### config.mk
export PLATFORM = sky130hd
export DESIGN_NAME = tmr_host_if
export DESIGN_NICKNAME = d
export VERILOG_FILES = /design/src/rtl/tmr_host_pkg.sv /design/src/rtl/tmr_cmd_decode.sv /design/src/rtl/tmr_chan_regs.sv /design/src/rtl/tmr_rd_mux.sv /design/src/rtl/tmr_host_if.sv
export SDC_FILE = /design/constraint.sdc
export NUM_CORES = 1
export LEC_CHECK = 0
export ABC_AREA = 1
export BUFFER_PORTS_ARGS = -buffer_cell sky130_fd_sc_hd__clkbuf_2
export CAP_MARGIN = 20
export CORE_AREA = 2 2 130 132
export CTS_CLUSTER_DIAMETER = 30
export DETAILED_ROUTE_END_ITERATION = 12
export DIE_AREA = 0 0 132 134
export PLACE_DENSITY = 0.77
export SYNTH_ARGS = -nofsm -noshare
export SYNTH_HDL_FRONTEND = slang
export SYNTH_SLANG_ARGS = --single-unit
### constraint.sdc
create_clock -name clk -period 6.8 [get_ports clk]
set_input_delay 1.36 -clock clk [delete_from_list [all_inputs] [get_ports clk]]
set_output_delay 1.36 -clock clk [all_outputs]
set_load 0.005 [all_outputs]
### src/rtl/tmr_host_pkg.sv
package tmr_host_pkg;
  localparam int BYTE_W = 8;
  localparam int CNT_W  = 2 * BYTE_W;
  localparam int MODE_W = 3;
  localparam int ADDR_W = 2;
  localparam logic [ADDR_W-1:0] CTRL_ADDR = 2'd3;
  localparam logic [1:0] SEL_READBACK = 2'd3;

  typedef enum logic [1:0] {
    ACC_LATCH = 2'd0,
    ACC_LO    = 2'd1,
    ACC_HI    = 2'd2,
    ACC_WORD  = 2'd3
  } acc_e;

  // Frozen-count state uses the access encoding of the channel at capture.
  localparam logic [1:0] FRZ_NONE = 2'd0;
  localparam logic [1:0] FRZ_LO   = 2'd1;
  localparam logic [1:0] FRZ_HI   = 2'd2;
  localparam logic [1:0] FRZ_WORD = 2'd3;

  typedef struct packed {
    logic [1:0]        sel;
    acc_e              acc;
    logic [MODE_W-1:0] mode;
    logic              bcd;
  } ctrl_byte_t;
endpackage

### src/rtl/tmr_cmd_decode.sv
module tmr_cmd_decode
  import tmr_host_pkg::*;
#(
  parameter int NUM_CH = 3
) (
  input  logic [ADDR_W-1:0] host_addr,
  input  logic [BYTE_W-1:0] host_wdata,
  input  logic              host_wr,
  input  logic              host_rd,
  output ctrl_byte_t        cfg_byte,
  output logic [NUM_CH-1:0] cfg_wr,
  output logic [NUM_CH-1:0] frz_req,
  output logic [NUM_CH-1:0] stat_req,
  output logic [NUM_CH-1:0] data_wr,
  output logic [NUM_CH-1:0] data_rd
);
  logic ctrl_wr;
  logic is_rb;
  logic rb_no_cnt;
  logic rb_no_stat;

  assign cfg_byte   = ctrl_byte_t'(host_wdata);
  assign ctrl_wr    = host_wr && (host_addr == CTRL_ADDR);
  assign is_rb      = (cfg_byte.sel == SEL_READBACK);
  assign rb_no_cnt  = host_wdata[5];
  assign rb_no_stat = host_wdata[4];

  for (genvar i = 0; i < NUM_CH; i++) begin : g_ch
    logic hit;
    logic rb_pick;
    assign hit       = (cfg_byte.sel == 2'(i));
    assign rb_pick   = host_wdata[i+1];
    assign cfg_wr[i] = ctrl_wr && !is_rb && hit && (cfg_byte.acc != ACC_LATCH);
    assign frz_req[i] = ctrl_wr && (is_rb ? (rb_pick && !rb_no_cnt)
                                          : (hit && cfg_byte.acc == ACC_LATCH));
    assign stat_req[i] = ctrl_wr && is_rb && rb_pick && !rb_no_stat;
    assign data_wr[i]  = host_wr && (host_addr == 2'(i));
    assign data_rd[i]  = host_rd && (host_addr == 2'(i));
  end
endmodule

### src/rtl/tmr_chan_regs.sv
module tmr_chan_regs
  import tmr_host_pkg::*;
(
  input  logic              clk,
  input  logic              rst_n,
  input  logic              cfg_wr,
  input  ctrl_byte_t        cfg_byte,
  input  logic              frz_req,
  input  logic              stat_req,
  input  logic              data_wr,
  input  logic [BYTE_W-1:0] wdata,
  input  logic              data_rd,
  input  logic [CNT_W-1:0]  live_cnt,
  input  logic              out_lvl,
  output logic [BYTE_W-1:0] rdata,
  output logic              load_stb,
  output logic [CNT_W-1:0]  load_val,
  output logic [MODE_W-1:0] op_mode
);
  acc_e              acc_q, acc_n;
  logic [MODE_W-1:0] mode_q, mode_n;
  logic              bcd_q, bcd_n;
  logic              wtog_q, wtog_n;
  logic              rtog_q, rtog_n;
  logic [BYTE_W-1:0] wlo_q, wlo_n;
  logic [1:0]        frz_q, frz_n;
  logic [CNT_W-1:0]  fval_q, fval_n;
  logic              spend_q, spend_n;
  logic [BYTE_W-1:0] sval_q, sval_n;
  logic              ld_q, ld_n;
  logic [CNT_W-1:0]  ldv_q, ldv_n;

  always_comb begin
    acc_n   = acc_q;
    mode_n  = mode_q;
    bcd_n   = bcd_q;
    wtog_n  = wtog_q;
    rtog_n  = rtog_q;
    wlo_n   = wlo_q;
    frz_n   = frz_q;
    fval_n  = fval_q;
    spend_n = spend_q;
    sval_n  = sval_q;
    ld_n    = 1'b0;
    ldv_n   = ldv_q;

    // Read side effects: status first, then frozen count, then live toggle.
    if (data_rd) begin
      if (spend_q) begin
        spend_n = 1'b0;
      end else if (frz_q != FRZ_NONE) begin
        frz_n = (frz_q == FRZ_WORD) ? FRZ_HI : FRZ_NONE;
      end else if (acc_q == ACC_WORD) begin
        rtog_n = ~rtog_q;
      end
    end

    if (frz_req && (frz_q == FRZ_NONE)) begin
      frz_n  = acc_q;
      fval_n = live_cnt;
    end

    if (stat_req && !spend_q) begin
      spend_n = 1'b1;
      sval_n  = {out_lvl, 1'b0, acc_q, mode_q, bcd_q};
    end

    if (cfg_wr) begin
      acc_n  = cfg_byte.acc;
      mode_n = cfg_byte.mode;
      bcd_n  = cfg_byte.bcd;
      wtog_n = 1'b0;
      rtog_n = 1'b0;
    end

    if (data_wr) begin
      unique case (acc_q)
        ACC_LO: begin
          ld_n  = 1'b1;
          ldv_n = {{BYTE_W{1'b0}}, wdata};
        end
        ACC_HI: begin
          ld_n  = 1'b1;
          ldv_n = {wdata, {BYTE_W{1'b0}}};
        end
        ACC_WORD: begin
          if (!wtog_q) begin
            wlo_n  = wdata;
            wtog_n = 1'b1;
          end else begin
            ld_n   = 1'b1;
            ldv_n  = {wdata, wlo_q};
            wtog_n = 1'b0;
          end
        end
        default: begin
          ld_n = 1'b0;
        end
      endcase
    end
  end

  always_ff @(posedge clk or negedge rst_n) begin
    if (!rst_n) begin
      acc_q   <= ACC_WORD;
      mode_q  <= 3'd3;
      bcd_q   <= 1'b0;
      wtog_q  <= 1'b0;
      rtog_q  <= 1'b0;
      wlo_q   <= '0;
      frz_q   <= FRZ_NONE;
      fval_q  <= '0;
      spend_q <= 1'b0;
      sval_q  <= '0;
      ld_q    <= 1'b0;
      ldv_q   <= '0;
    end else begin
      acc_q   <= acc_n;
      mode_q  <= mode_n;
      bcd_q   <= bcd_n;
      wtog_q  <= wtog_n;
      rtog_q  <= rtog_n;
      wlo_q   <= wlo_n;
      frz_q   <= frz_n;
      fval_q  <= fval_n;
      spend_q <= spend_n;
      sval_q  <= sval_n;
      ld_q    <= ld_n;
      ldv_q   <= ldv_n;
    end
  end

  always_comb begin
    if (spend_q) begin
      rdata = sval_q;
    end else if (frz_q == FRZ_HI) begin
      rdata = fval_q[CNT_W-1:BYTE_W];
    end else if (frz_q != FRZ_NONE) begin
      rdata = fval_q[BYTE_W-1:0];
    end else begin
      unique case (acc_q)
        ACC_HI:   rdata = live_cnt[CNT_W-1:BYTE_W];
        ACC_WORD: rdata = rtog_q ? live_cnt[CNT_W-1:BYTE_W] : live_cnt[BYTE_W-1:0];
        default:  rdata = live_cnt[BYTE_W-1:0];
      endcase
    end
  end

  assign load_stb = ld_q;
  assign load_val = ldv_q;
  assign op_mode  = mode_q;
endmodule

### src/rtl/tmr_rd_mux.sv
module tmr_rd_mux
  import tmr_host_pkg::*;
#(
  parameter int NUM_CH = 3
) (
  input  logic [ADDR_W-1:0]        host_addr,
  input  logic [NUM_CH*BYTE_W-1:0] ch_rdata,
  output logic [BYTE_W-1:0]        host_rdata
);
  always_comb begin
    host_rdata = {BYTE_W{1'b1}};
    for (int i = 0; i < NUM_CH; i++) begin
      if (host_addr == 2'(i)) begin
        host_rdata = ch_rdata[i*BYTE_W +: BYTE_W];
      end
    end
  end
endmodule

### src/rtl/tmr_host_if.sv
module tmr_host_if
  import tmr_host_pkg::*;
#(
  parameter int NUM_CH = 3
) (
  input  logic                     clk,
  input  logic                     rst_n,
  input  logic [ADDR_W-1:0]        host_addr,
  input  logic [BYTE_W-1:0]        host_wdata,
  input  logic                     host_wr,
  input  logic                     host_rd,
  output logic [BYTE_W-1:0]        host_rdata,
  output logic [NUM_CH-1:0]        ch_load,
  output logic [NUM_CH*CNT_W-1:0]  ch_value,
  output logic [NUM_CH*MODE_W-1:0] ch_mode,
  input  logic [NUM_CH*CNT_W-1:0]  ch_count,
  input  logic [NUM_CH-1:0]        ch_out
);
  logic [1:0] rst_sync_q;
  logic       rst_core_n;

  always_ff @(posedge clk or negedge rst_n) begin
    if (!rst_n) begin
      rst_sync_q <= 2'b00;
    end else begin
      rst_sync_q <= {rst_sync_q[0], 1'b1};
    end
  end
  assign rst_core_n = rst_sync_q[1];

  ctrl_byte_t               cfg_byte;
  logic [NUM_CH-1:0]        cfg_wr;
  logic [NUM_CH-1:0]        frz_req;
  logic [NUM_CH-1:0]        stat_req;
  logic [NUM_CH-1:0]        data_wr;
  logic [NUM_CH-1:0]        data_rd;
  logic [NUM_CH*BYTE_W-1:0] ch_rdata;

  tmr_cmd_decode #(.NUM_CH(NUM_CH)) u_dec (
    .host_addr  (host_addr),
    .host_wdata (host_wdata),
    .host_wr    (host_wr),
    .host_rd    (host_rd),
    .cfg_byte   (cfg_byte),
    .cfg_wr     (cfg_wr),
    .frz_req    (frz_req),
    .stat_req   (stat_req),
    .data_wr    (data_wr),
    .data_rd    (data_rd)
  );

  for (genvar i = 0; i < NUM_CH; i++) begin : g_chan
    tmr_chan_regs u_regs (
      .clk      (clk),
      .rst_n    (rst_core_n),
      .cfg_wr   (cfg_wr[i]),
      .cfg_byte (cfg_byte),
      .frz_req  (frz_req[i]),
      .stat_req (stat_req[i]),
      .data_wr  (data_wr[i]),
      .wdata    (host_wdata),
      .data_rd  (data_rd[i]),
      .live_cnt (ch_count[i*CNT_W +: CNT_W]),
      .out_lvl  (ch_out[i]),
      .rdata    (ch_rdata[i*BYTE_W +: BYTE_W]),
      .load_stb (ch_load[i]),
      .load_val (ch_value[i*CNT_W +: CNT_W]),
      .op_mode  (ch_mode[i*MODE_W +: MODE_W])
    );
  end

  tmr_rd_mux #(.NUM_CH(NUM_CH)) u_rmux (
    .host_addr  (host_addr),
    .ch_rdata   (ch_rdata),
    .host_rdata (host_rdata)
  );
endmodule

* Word-level counts from Yosys, hierarchy flattened
Cells that the tools add are included.
** Cells by class
- Mux-type cells :: 84
- Equal/unequal tests :: 33
- Bitwise operators :: 6
- Reduce and logical (&&, ||, !) cells :: 85
** Operators by type and width (number)
- $pmux W16 S3 :: 3
- $mux W8 :: 15
- $mux W16 :: 3
- $pmux W8 S2 :: 3
- $mux W1 :: 42
- $reduce_bool A2 Y1 :: 19
- $logic_and A1 B1 Y1 :: 36
- $eq A2 B2 Y1 const B :: 16
- $mux W2 :: 15
- $reduce_and A3 Y1 :: 9
- $ne A2 B1 Y1 const B :: 9
- $logic_not A2 Y1 :: 6
- $reduce_and A4 Y1 :: 3
- $eq A2 B1 Y1 const B :: 5
- $reduce_bool A3 Y1 :: 3
- $logic_not A1 Y1 :: 6
- $ne A2 B2 Y1 const B :: 3
- $not A1 Y1 :: 6
- $pmux W1 S2 :: 3
- $reduce_or A2 Y1 :: 3
** Word-level totals
- Logic and storage cells :: 245
- Flip-flop bits (word level) :: 179
- Input port bits :: 65
- Output and inout port bits :: 68

* Longest topological paths before layout
- Depth after elaboration :: 8
- Gate-level depth with buffers :: 13
- Gate-level depth less buffers :: 13

* Hierarchy
Synthesis repeated with hierarchy kept, for this count alone.
** Unflattened totals
- Cells, all modules :: 1106
- Area total of the unflattened synthesis :: 9101.2 µm²
** Modules (own cells, without submodules)
- tmr_chan_regs :: instances 3, sequential area each 1481.4 µm², cells each 335, area each 2839.0 µm²
- tmr_cmd_decode :: instances 1, sequential area each 0.0 µm², cells each 51, area each 286.5 µm²
- tmr_rd_mux :: instances 1, sequential area each 0.0 µm², cells each 47, area each 244.0 µm²
- tmr_host_if :: instances 1, sequential area each 50.0 µm², cells each 3, area each 53.8 µm²

* Worst setup path before layout
OpenSTA, ideal clock, no wires.
- Path type :: input port to output port
- Start :: in host_addr[0]
- End :: out host_rdata[1]
- Setup slack :: 3257 ps
- Stages on the path :: 8
- Data required time :: 5440 ps
- Arrival time :: 2183 ps
- Cells stage by stage :: inv_2 > nand2_1 > inv_1 > nand2_1 > a221oi_1 > nand2_1 > nand2_1 > nor2_1
** On the way
- Cells in the longest elaborated chain, start to end :: 4
** Ends and longest elaborated chain
- start: declaration :: RTL line tmr_host_if.sv:8 : input logic [ADDR_W-1:0] host_addr,
- $logic_not A2 Y1 :: RTL line tmr_rd_mux.sv:13 : if (host_addr == 2'(i)) begin
- $mux W8 (2 in series) :: RTL line tmr_rd_mux.sv:13
- $mux W8 (*) :: RTL line tmr_rd_mux.sv:13
- end: declaration :: RTL line tmr_host_if.sv:12 : output logic [BYTE_W-1:0] host_rdata,
Every way passes the cells marked *; elsewhere a longest branch is shown, timed or not.

* Worst setup path in the final report
- Start :: reg g_chan[0].u_regs.acc_q[1]
- End :: out host_rdata[0]
** On the way
- Cells in the longest elaborated chain, start to end :: 8
** Ends and longest elaborated chain
- start: declaration :: RTL line tmr_chan_regs.sv:20 : acc_e acc_q, acc_n;
- start signal: assignment :: RTL line tmr_chan_regs.sv:118 : acc_q <= acc_n;
- $eq A2 B2 Y1 :: RTL line tmr_chan_regs.sv:141 : unique case (acc_q)
- $pmux W8 S2 (*) :: RTL line tmr_chan_regs.sv:141
- $mux W8 (*) :: RTL line tmr_chan_regs.sv:138 : end else if (frz_q != FRZ_NONE) begin
- $mux W8 (*) :: RTL line tmr_chan_regs.sv:136 : end else if (frz_q == FRZ_HI) begin
- $mux W8 (*) :: RTL line tmr_chan_regs.sv:134 : if (spend_q) begin
- $mux W8 (*) (3 in series) :: RTL line tmr_rd_mux.sv:13
Marked as above.

==> qor.yml <==
synth_top_area_share: 0.473
grt_first_pass_wirelength_um: 37800
tritoncts: "yes"
synth-seq-cells: 179
start_kind: "register"
wl_per_cell_um: 15.9
cap_violations: 0
max_stage_delay_ns: 0.57
ios: 133
p_per_area_mw_per_mm2: 358
hold_buffers: 0
drc: 0
max-slew-margin-rel: 0.347
drive_gt1_frac: 0.178
arrival_ns: 3.20
cts_resized: 0
yosysUniqueCellTypes: 37
crit_path_top_delay_cell: "dfstp_2"
rows: 47
drt_pass1_iterations: 5
syn_to_final_growth_pct: 14.5
clk_latency_ns: 0.44
numCtsBuffers: 17
cellLeakagePower_uw: 0.00529
slew_violations: 0
yosysSeqAreaShare: 0.509
vias: 7840
synth_ff_type: "dfrtp_1"
core_mm2: 0.0163
finish.utilization: 0.621
yosysWarnings: 0
wl_um: 23200
clock_skew_ns: 0.0114
grt_usage: 0.271
num-nets-final: 1303
min_period_ns: 4.56
setup_viol: 0
worst_pin_slew_ns: 0.979
cts_setup_buffers: 0
worstSetupEndpointType: "primary output"
crit_chain: "ha_1, inv_1, nand2_1, nand2_1, nand2_1, nand2_1, nand2_1, nand2_1, nand2_1, nand3_1, nand2_1, nor2_1, clkbuf_2"
gp_congestion: 0.895
dieHeight_um: 134
min_path_type: "register to async pin"
netlist_instances: 1120
antenna_found_initial: 0
cts-htree-levels: 4
dieArea_mm2: 0.0177
clock_sinks: 179
grt_pass1_vias: 7402
fmax_mhz: 220
routed_via_density: 5.37
fin_tns_setup_ns: 0
hold_viol: 0
die_w_um: 132
synth_edf_count: 0
cp_top_family: "simple AND/OR/NAND/NOR gates"
timing.final.crit_share: 0.670
syn_nets: 1197
rsz0062_at_grt: "false"
avgSynthCellArea_um2: 7.88
path_common_cell: "nand2_1"
ir_worst_vdd_uv: 236
synth_area_leaders: "dfrtp_1 (47%), nand2_1 (17%), o21ai_0 (6.0%)"
cts_buffer_depth: 2
status: "complete, no violations"
root_buffer: "clkbuf_16"
grt-ovfl-total: 0
diodes: 0
grt_start_max_net_pins: 80
path_buf_inv: 2
n_fill_cell: 1440
cts.clk_slew.worst_paths_ns: 0.07
start_util: 0.542
synth.largest_area_cell: "dfrtp_1"
ant_nets: 0
syn_area_mm2: 0.00883
worstSetupPathType: "register to primary output"
worstPathRequired_ns: 5.44
portBuffers: 132
place_hpwl_um: 16300
cp_max_fo: 14
async_flop_share: 1.00
drtIter0Drc: 631
==> layout by cell type, fill, tap and decap left out, types with 5 or more instances in the layout <==
cell type,count
a221oi_1,5
dfrtp_1,166
nand2_1,392
a21oi_1,14
inv_1,107
ha_1,12
dfstp_2,12
nand3_1,83
nor2_1,68
clkbuf_16,17
clkbuf_2,132
buf_4,5
o22ai_1,8
o21ai_1,5
o21ai_0,105
clkinv_1,6
nor3_1,5
o21ai_2,22
a31oi_1,27
==> worst paths after layout <==
kind	from	endpoint	slack [ns]	cells past startpoint
max in group asynchronous	rst_sync_q[1]	g_chan[2].u_regs.sval_q[3]	5.08	1
max reg2reg	g_chan[2].u_regs.acc_q[1]	g_chan[2].u_regs.wlo_q[2]	4.24	5
min	rst_sync_q[1]	g_chan[2].u_regs.load_val[6]	0.33	0
max	g_chan[0].u_regs.acc_q[1]	host_rdata[0]	2.24	13
min in group clk	rst_sync_q[0]	rst_sync_q[1]	0.35	0
min reg2reg	rst_sync_q[1]	g_chan[2].u_regs.load_val[6]	0.33	0
==> power by group <==
group / internal, uW / total, uW / switching, uW
clock network: 485 / 918 / 433
logic: 408 / 1060 / 648
registers: 1430 / 1640 / 217
==> per-stage QoR <==
step           setup slack [ns]  instances  cell area (um2)  total power [uW]  hold WS (ns)
2_1_floorplan              1.46       1120             8830              2290         0.331
3_3_place_gp               2.71       1425             9550              2670         0.337
3_5_place_dp               2.65       1425             9550              2700         0.337
4_1_cts                    2.15       1457            10100              3630         0.353
5_1_grt                    1.96       1459            10100              3860         0.373
6_report                   2.24       1459            10100              3620         0.330
==> logic make-up (layout without fill, tap and decap cells) <==
group	Yosys count	count (layout)	share of synthesized area
AO/OA/AOI/OAI	193	193	0.130
other	1	1	0.000425
AND/OR/NAND/NOR	568	568	0.265
buffers and inverters	167	286	0.0786
adder cells (fa/ha/maj)	12	12	0.0170
flip-flops	179	179	0.509
==> layer usage <==
layer,share of wire,global-route usage
met5,0,0
met4,0.026,0.109
met1,0.45,0.380
met3,0.072,0.0590
met2,0.46,0.413
==> synthesized netlist by cell type, drive strengths merged, types with 6 or more instances <==
master	count
clkbuf	26
ha	12
buf	25
nand3	87
inv	110
o21ai	132
a31oi	27
dfrtp	167
clkinv	6
dfstp	12
nor3	6
nand2	393
nor2	73
o22ai	8
a21oi	14
==> worst register-to-register path, cell delays in order (launching register included) <==
cell and delay, ns:
dfstp_2 0.56, ha_1 0.49, inv_1 0.34, nor2_2 0.41
nand2_1 0.39, o21ai_0 0.29
==> cell type report <==
class | count | area (um2) | area share
sequential | 179 | 4500 | 0.445
multi-input combinational | 774 | 3650 | 0.361
clock inverter | 12 | 95.1 | 0.00940
tap | 220 | 275 | 0.0272
clock buffer | 20 | 447 | 0.0442
inverter | 116 | 435 | 0.0431
timing repair buffer | 138 | 713 | 0.0705
==> flip-flops by register name, indices dropped and copies added (netlist names), 6 cells and up <==
name,flops
g_chan.u_regs.acc_q,6
g_chan.u_regs.wlo_q,24
g_chan.u_regs.frz_q,6
g_chan.u_regs.fval_q,48
g_chan.u_regs.sval_q,21
g_chan.u_regs.op_mode,9
g_chan.u_regs.load_val,48
(Power assumes the default switching activity.)
